$ cat config.mk
export PLATFORM = sky130hd
export DESIGN_NAME = ctrl_write_decoder
export DESIGN_NICKNAME = d
export VERILOG_FILES = /design/src/rtl/cwd_pkg.sv /design/src/rtl/cwd_region.sv /design/src/rtl/cwd_assembler.sv /design/src/rtl/ctrl_write_decoder.sv
export SDC_FILE = /design/constraint.sdc
export NUM_CORES = 1
export LEC_CHECK = 0
export BUFFER_PORTS_ARGS = -buffer_cell sky130_fd_sc_hd__clkbuf_2
export CAP_MARGIN = 20
export CORE_MARGIN = 2
export CORE_UTILIZATION = 56
export CTS_CLUSTER_DIAMETER = 50
export DETAILED_ROUTE_END_ITERATION = 16
export HOLD_SLACK_MARGIN = 0.03
export PLACE_DENSITY_LB_ADDON = 0.05
export SYNTH_ARGS = -nofsm -noshare
export SYNTH_HDL_FRONTEND = slang
export SYNTH_HIERARCHICAL = 1
export SYNTH_SLANG_ARGS = --single-unit
$ cat constraint.sdc
create_clock -name clk -period 3.9 [get_ports clk]
set_clock_uncertainty 0.05 [all_clocks]
set_input_delay 0.39 -clock clk [delete_from_list [all_inputs] [get_ports clk]]
set_output_delay 0.39 -clock clk [all_outputs]
set_load 0.005 [all_outputs]
$ cat src/rtl/cwd_pkg.sv
package cwd_pkg;
  typedef enum logic [1:0] {
    TGT_PARAM = 2'd0,
    TGT_PROG  = 2'd1,
    TGT_REG   = 2'd2,
    TGT_NONE  = 2'd3
  } tgt_e;

  typedef enum logic [2:0] {
    ST_IDLE = 3'd0,
    ST_DEV  = 3'd1,
    ST_AHI  = 3'd2,
    ST_ALO  = 3'd3,
    ST_DATA = 3'd4
  } st_e;
endpackage

$ cat src/rtl/cwd_region.sv
module cwd_region
  import cwd_pkg::*;
#(
  parameter int ADDR_W      = 11,
  parameter int PARAM_END   = 1024,
  parameter int PROG_END    = 1536,
  parameter int REG_BASE    = 2032,
  parameter int PARAM_BYTES = 4,
  parameter int PROG_BYTES  = 5,
  parameter int CNT_W       = 3
) (
  input  logic [ADDR_W-1:0] addr,
  output tgt_e              tgt,
  output logic [CNT_W-1:0]  nbytes
);
  always_comb begin
    if (addr < ADDR_W'(PARAM_END)) begin
      tgt    = TGT_PARAM;
      nbytes = CNT_W'(PARAM_BYTES);
    end else if (addr < ADDR_W'(PROG_END)) begin
      tgt    = TGT_PROG;
      nbytes = CNT_W'(PROG_BYTES);
    end else if (addr >= ADDR_W'(REG_BASE)) begin
      tgt    = TGT_REG;
      nbytes = CNT_W'(1);
    end else begin
      tgt    = TGT_NONE;
      nbytes = CNT_W'(1);
    end
  end
endmodule

$ cat src/rtl/cwd_assembler.sv
module cwd_assembler #(
  parameter int MAXB  = 5,
  parameter int CNT_W = 3,
  localparam int W    = MAXB * 8
) (
  input  logic             clk,
  input  logic             rst_n,
  input  logic             clr,
  input  logic             shift,
  input  logic [7:0]       byte_in,
  output logic [W-1:0]     shift_word,
  output logic [CNT_W-1:0] cnt_inc
);
  logic [W-1:0]     word_q, word_d;
  logic [CNT_W-1:0] cnt_q, cnt_d;

  assign shift_word = {word_q[W-9:0], byte_in};
  assign cnt_inc    = cnt_q + CNT_W'(1);

  always_comb begin
    word_d = word_q;
    cnt_d  = cnt_q;
    if (clr) begin
      word_d = '0;
      cnt_d  = '0;
    end else if (shift) begin
      word_d = shift_word;
      cnt_d  = cnt_inc;
    end
  end

  always_ff @(posedge clk or negedge rst_n) begin
    if (!rst_n) begin
      word_q <= '0;
      cnt_q  <= '0;
    end else if (clr || shift) begin
      word_q <= word_d;
      cnt_q  <= cnt_d;
    end
  end
endmodule

$ cat src/rtl/ctrl_write_decoder.sv
module ctrl_write_decoder
  import cwd_pkg::*;
#(
  parameter int ADDR_W      = 11,
  parameter int PARAM_END   = 1024,
  parameter int PROG_END    = 1536,
  parameter int REG_BASE    = 2032,
  parameter int PARAM_BYTES = 4,
  parameter int PROG_BYTES  = 5,
  parameter int PARAM_VAL_W = 28
) (
  input  logic                    clk,
  input  logic                    rst_n,
  input  logic                    byte_valid,
  input  logic [7:0]              byte_data,
  input  logic                    txn_start,
  input  logic                    txn_end,
  input  logic [6:0]              dev_addr_cfg,
  output logic                    wr_strobe,
  output logic [1:0]              wr_target,
  output logic [ADDR_W-1:0]       wr_addr,
  output logic [PROG_BYTES*8-1:0] wr_data
);
  localparam int WORD_W = PROG_BYTES * 8;
  localparam int CNT_W  = $clog2(PROG_BYTES + 1);

  // reset synchroniser: asynchronous assert, synchronous release
  logic [1:0] rs_q;
  logic       rst_sync_n;
  always_ff @(posedge clk or negedge rst_n) begin
    if (!rst_n) rs_q <= 2'b00;
    else        rs_q <= {rs_q[0], 1'b1};
  end
  assign rst_sync_n = rs_q[1];

  st_e               st_q, st_d, eff_st;
  logic [ADDR_W-1:0] addr_q, addr_d;
  tgt_e              tgt;
  logic [CNT_W-1:0]  nbytes, cnt_inc;
  logic [WORD_W-1:0] shift_word, wdata_d;
  logic              shift, clr, wr_d;

  logic              wr_q;
  tgt_e              tgt_q;
  logic [ADDR_W-1:0] waddr_q;
  logic [WORD_W-1:0] wdata_q;

  cwd_region #(
    .ADDR_W(ADDR_W), .PARAM_END(PARAM_END), .PROG_END(PROG_END),
    .REG_BASE(REG_BASE), .PARAM_BYTES(PARAM_BYTES),
    .PROG_BYTES(PROG_BYTES), .CNT_W(CNT_W)
  ) u_region (
    .addr(addr_q), .tgt(tgt), .nbytes(nbytes)
  );

  cwd_assembler #(.MAXB(PROG_BYTES), .CNT_W(CNT_W)) u_asm (
    .clk(clk), .rst_n(rst_sync_n), .clr(clr), .shift(shift),
    .byte_in(byte_data), .shift_word(shift_word), .cnt_inc(cnt_inc)
  );

  // a start marker forces the byte of the same cycle into the device slot
  assign eff_st = txn_start ? ST_DEV : st_q;

  always_comb begin
    st_d   = eff_st;
    addr_d = addr_q;
    shift  = 1'b0;
    clr    = txn_start;
    wr_d   = 1'b0;
    if (byte_valid) begin
      case (eff_st)
        ST_DEV: st_d = (byte_data[7:1] == dev_addr_cfg && !byte_data[0])
                       ? ST_AHI : ST_IDLE;
        ST_AHI: begin
          addr_d = {byte_data[ADDR_W-9:0], addr_q[7:0]};
          st_d   = ST_ALO;
        end
        ST_ALO: begin
          addr_d[7:0] = byte_data;
          st_d        = ST_DATA;
          clr         = 1'b1;
        end
        ST_DATA: begin
          if (cnt_inc == nbytes) begin
            wr_d   = (tgt != TGT_NONE);
            clr    = 1'b1;
            addr_d = addr_q + ADDR_W'(1);
          end else begin
            shift = 1'b1;
          end
        end
        default: st_d = ST_IDLE;
      endcase
    end
    if (txn_end) begin
      st_d = ST_IDLE;
      clr  = 1'b1;
    end
  end

  always_comb begin
    case (tgt)
      TGT_PARAM: wdata_d = WORD_W'(shift_word[PARAM_VAL_W-1:0]);
      TGT_REG:   wdata_d = WORD_W'(shift_word[7:0]);
      default:   wdata_d = shift_word;
    endcase
  end

  always_ff @(posedge clk or negedge rst_sync_n) begin
    if (!rst_sync_n) begin
      st_q   <= ST_IDLE;
      addr_q <= '0;
    end else begin
      st_q   <= st_d;
      addr_q <= addr_d;
    end
  end

  always_ff @(posedge clk or negedge rst_sync_n) begin
    if (!rst_sync_n) begin
      wr_q    <= 1'b0;
      tgt_q   <= TGT_PARAM;
      waddr_q <= '0;
      wdata_q <= '0;
    end else begin
      wr_q <= wr_d;
      if (wr_d) begin
        tgt_q   <= tgt;
        waddr_q <= addr_q;
        wdata_q <= wdata_d;
      end
    end
  end

  assign wr_strobe = wr_q;
  assign wr_target = tgt_q;
  assign wr_addr   = waddr_q;
  assign wr_data   = wdata_q;
endmodule

==> results.md <==
* Residual DRC at 0
* Area growth syn-to-layout at 12.0%
* Initial Util at 57.5%
* Clock buffer depth at 2
* WP data arrival at 2.89 ns
* Total CTS buffers at 9
* Critical Path End Type: flip-flop
* Final antenna-violating net count at 0
* WL per Instance at 17.9 µm
* Vias at roughly 3200
* Final hold violation count at 0
* IR drop worst, VDD at roughly 0.18 mV
* Tmin final at between 2 and 3 ns
* P per Cell Area at 348 nW/µm²
* Setup ws final at roughly 1.2 ns
* Cells after synthesis at between 300 and 400
* Status: finished clean
* RSZ-0062 raised after global routing: false
* Maxcap violations at 0
* Synthesized flop and latch total at 105
* R2r setup slk at approximately 1.2 ns
* Core Rows at 33
* Root Buffer Master: clkbuf_8
* Peak Freq at 370 MHz
* Sequential share of the synthesized area at 55.6%
* GR Overflow Total at 0
* First-pass GRT wire length at 16000 µm
* Crit-path max cell delay at 0.50 ns
* CP Launch Type: flip-flop
* Net Count, Synth at 402
* Clock sink total at 105
* Gpl congestion at 0.888
* Ant. Diodes at 0
* Worst slack, placed at 1.21 ns
* Crit path cell chain: ha_1, xor2_1, xnor2_1, nand4_1, a21oi_2, or3_1, buf_4, nor2_1
* Lkg Pwr at 2.56 nW
* Clock latency at the later pin of the worst-skew pair at 0.36 ns
* Router iterations before antenna repair at 4
* Die area at 9190 µm²
* GRT Util Overall at 23.1%
* Post-CTS setup buffers at 0
* Dominant synthesized flop cell: dfrtp_1
* Largest net degree at the start of global routing at 85
* Final setup fails at 0
* Mean Syn Cell Area at 12.4 µm²
* Synthesis Warnings at 6
* H-tree depth reported by CTS at 3
* Critical path required time at 4.09 ns
* Ports at 74
* Count of buffers from port buffering at 73
* Clk slew on worst S/H paths at roughly 0.10 ns
* Ys async rst share at 100%
* Vias per inst at 5.76
* Vias in the first global route at ~3000
* Critical path class: reg -> reg
* Setup TNS at 0 ns
* Slew Limit Fails at 0
* Die Span Y at 95.9 µm
* Initial antenna violation count at 0
* Slew @ Worst Pin at 0.539 ns
* Synth unique cells at 53
* Post-Syn Area at 4730 µm²
* Hold crit path type: reg -> async
* CP max-delay cell: a21oi_2
* Die width at 95.9 µm
* Detailed Place HPWL at 6680 µm
* CTS tree: done
* Final wirelength at 9870 µm
* WHS at 0.116 ns
* Buf/Inv on CP at 1
* Post-layout nets at 462
* Share of cells above drive strength 1 at 29.4%
* Relative slew slack at 63.8%
* CP top delay family: simple AND/OR/NAND/NOR gates
* Period utilisation layout at about 70%
* Post-synth EDFFs at 0
* DR iter-0 viols at ~280
* Core Area at a little over 8000 µm²
* CP max FO at 35
worst paths after layout:
check / cells after the start / from / to
setup / recovery: 8 / u_asm/cnt_q[0]$_DFFE_PN0P_ / u_asm/word_q[15]$_DFFE_PN0P_
hold reg to reg: 0 / rs_q[1]$_DFF_PN0_ / u_asm/cnt_q[1]$_DFFE_PN0P_
max in group asynchronous: 2 / rs_q[1]$_DFF_PN0_ / u_asm/word_q[24]$_DFFE_PN0P_
hold / removal: 0 / rs_q[1]$_DFF_PN0_ / u_asm/cnt_q[1]$_DFFE_PN0P_
setup reg to reg: 8 / u_asm/cnt_q[0]$_DFFE_PN0P_ / u_asm/word_q[15]$_DFFE_PN0P_
min in group clk: 2 / txn_end / st_q[0]$_DFF_PN0_
where the power goes:
group	total (mW)	internal, mW	switching, mW
clock	0.658	0.278	0.380
combinational	0.0751	0.0250	0.0502
sequential	1.11	1.09	0.0130
total	1.84	1.40	0.444
flip-flops by register name, indices dropped and copies added (netlist names):
name	flops
addr_q	11
rs_q	2
wr_addr	11
wr_data	40
wr_strobe	1
wr_target	2
u_asm/word_q	32
u_asm/cnt_q	3
st_q	3
layout by cell type (no fill, tap or decap), drive strengths merged, types with 8 or more instances in the layout:
| cell | count |
|---|---|
| mux2 | 20 |
| nand4 | 8 |
| nor2 | 38 |
| mux2i | 34 |
| nand2 | 15 |
| dfrtp | 105 |
| buf | 8 |
| clkbuf | 84 |
| a22o | 32 |
| a21oi | 10 |
| inv | 8 |
per-layer routing:
metal / global-route usage (%) / vias up / wire [µm] / share of wire, %
met5: 0 / - / 0 / 0
met4: 8.57 / 0 / 199 / 2.0
met3: 3.76 / 15 / 410 / 4.2
met2: 32.4 / 78 / 4390 / 44
met1: 36.2 / 1595 / 4870 / 49
li1: - / 1482 / - / -
metrics by stage:
| step | cells | instance area, µm² | total power, mW | util, % |
|---|---|---|---|---|
| 2_1_floorplan | 380 | 4730 | 1.17 | - |
| 6_report | 550 | 5300 | 1.84 | 64.5 |
| 4_1_cts | 549 | 5270 | 1.86 | 64.1 |
| 3_5_place_dp | 532 | 5060 | 1.20 | 61.6 |
| 5_1_grt | 550 | 5300 | 1.92 | 64.5 |
| 3_3_place_gp | 531 | 5040 | 1.20 | 61.4 |
kinds of logic after synthesis:
group           count (synthesis)  share of synthesized area (%)
flops                         105                           55.6
simple gates                   90                           9.87
compound gates                 77                           12.8
mux                            54                           13.3
buf+inv                        38                           5.56
xor+xnor                       12                           2.22
fa+ha+maj                       2                          0.529
other cells                     2                          0.159
cell type report:
class | count | area, µm²
fillers | 679 | 2920
flip-flops and latches | 105 | 2630
multi-input cells | 237 | 1850
repair buffers | 82 | 468
clock buffers | 11 | 151
well taps | 105 | 131
clock inverters | 5 | 45.0
inverters | 5 | 18.8
cells in the mapped netlist (2+ instances only):
cell type | count | area share (%)
buf_4 | 10 | 1.6
a41o_1 | 2 | 0.42
ha_1 | 2 | 0.53
nand2_1 | 14 | 1.1
buf_2 | 9 | 0.95
buf_6 | 3 | 0.71
xnor2_1 | 6 | 1.1
a21oi_1 | 8 | 0.85
and2_1 | 3 | 0.40
a21oi_2 | 2 | 0.37
and3_1 | 2 | 0.26
clkbuf_1 | 8 | 0.64
a22o_1 | 32 | 5.9
nand4_1 | 8 | 1.1
inv_1 | 5 | 0.40
nor2b_1 | 4 | 0.53
a211oi_1 | 2 | 0.32
nor3_1 | 3 | 0.32
a221oi_1 | 4 | 0.74
conb_1 | 2 | 0.16
or3_1 | 2 | 0.26
o21a_1 | 2 | 0.32
dfrtp_1 | 105 | 56
mux2i_1 | 34 | 7.2
o21ai_0 | 6 | 0.64
buf_12 | 3 | 1.3
xor2_1 | 6 | 1.1
nor2_1 | 37 | 2.9
a31oi_1 | 3 | 0.40
a2bb2oi_1 | 6 | 1.1
mux2_2 | 3 | 0.71
nand3_1 | 5 | 0.53
o22ai_1 | 3 | 0.40
mux2_4 | 17 | 5.4
what timing repair did:
item                       CTS  global route
gates resized for setup      0             0
hold endpoints to repair     2             0
setup endpoints to repair    0             0
hold buffers                 1             0
(Power assumes the default switching activity.)
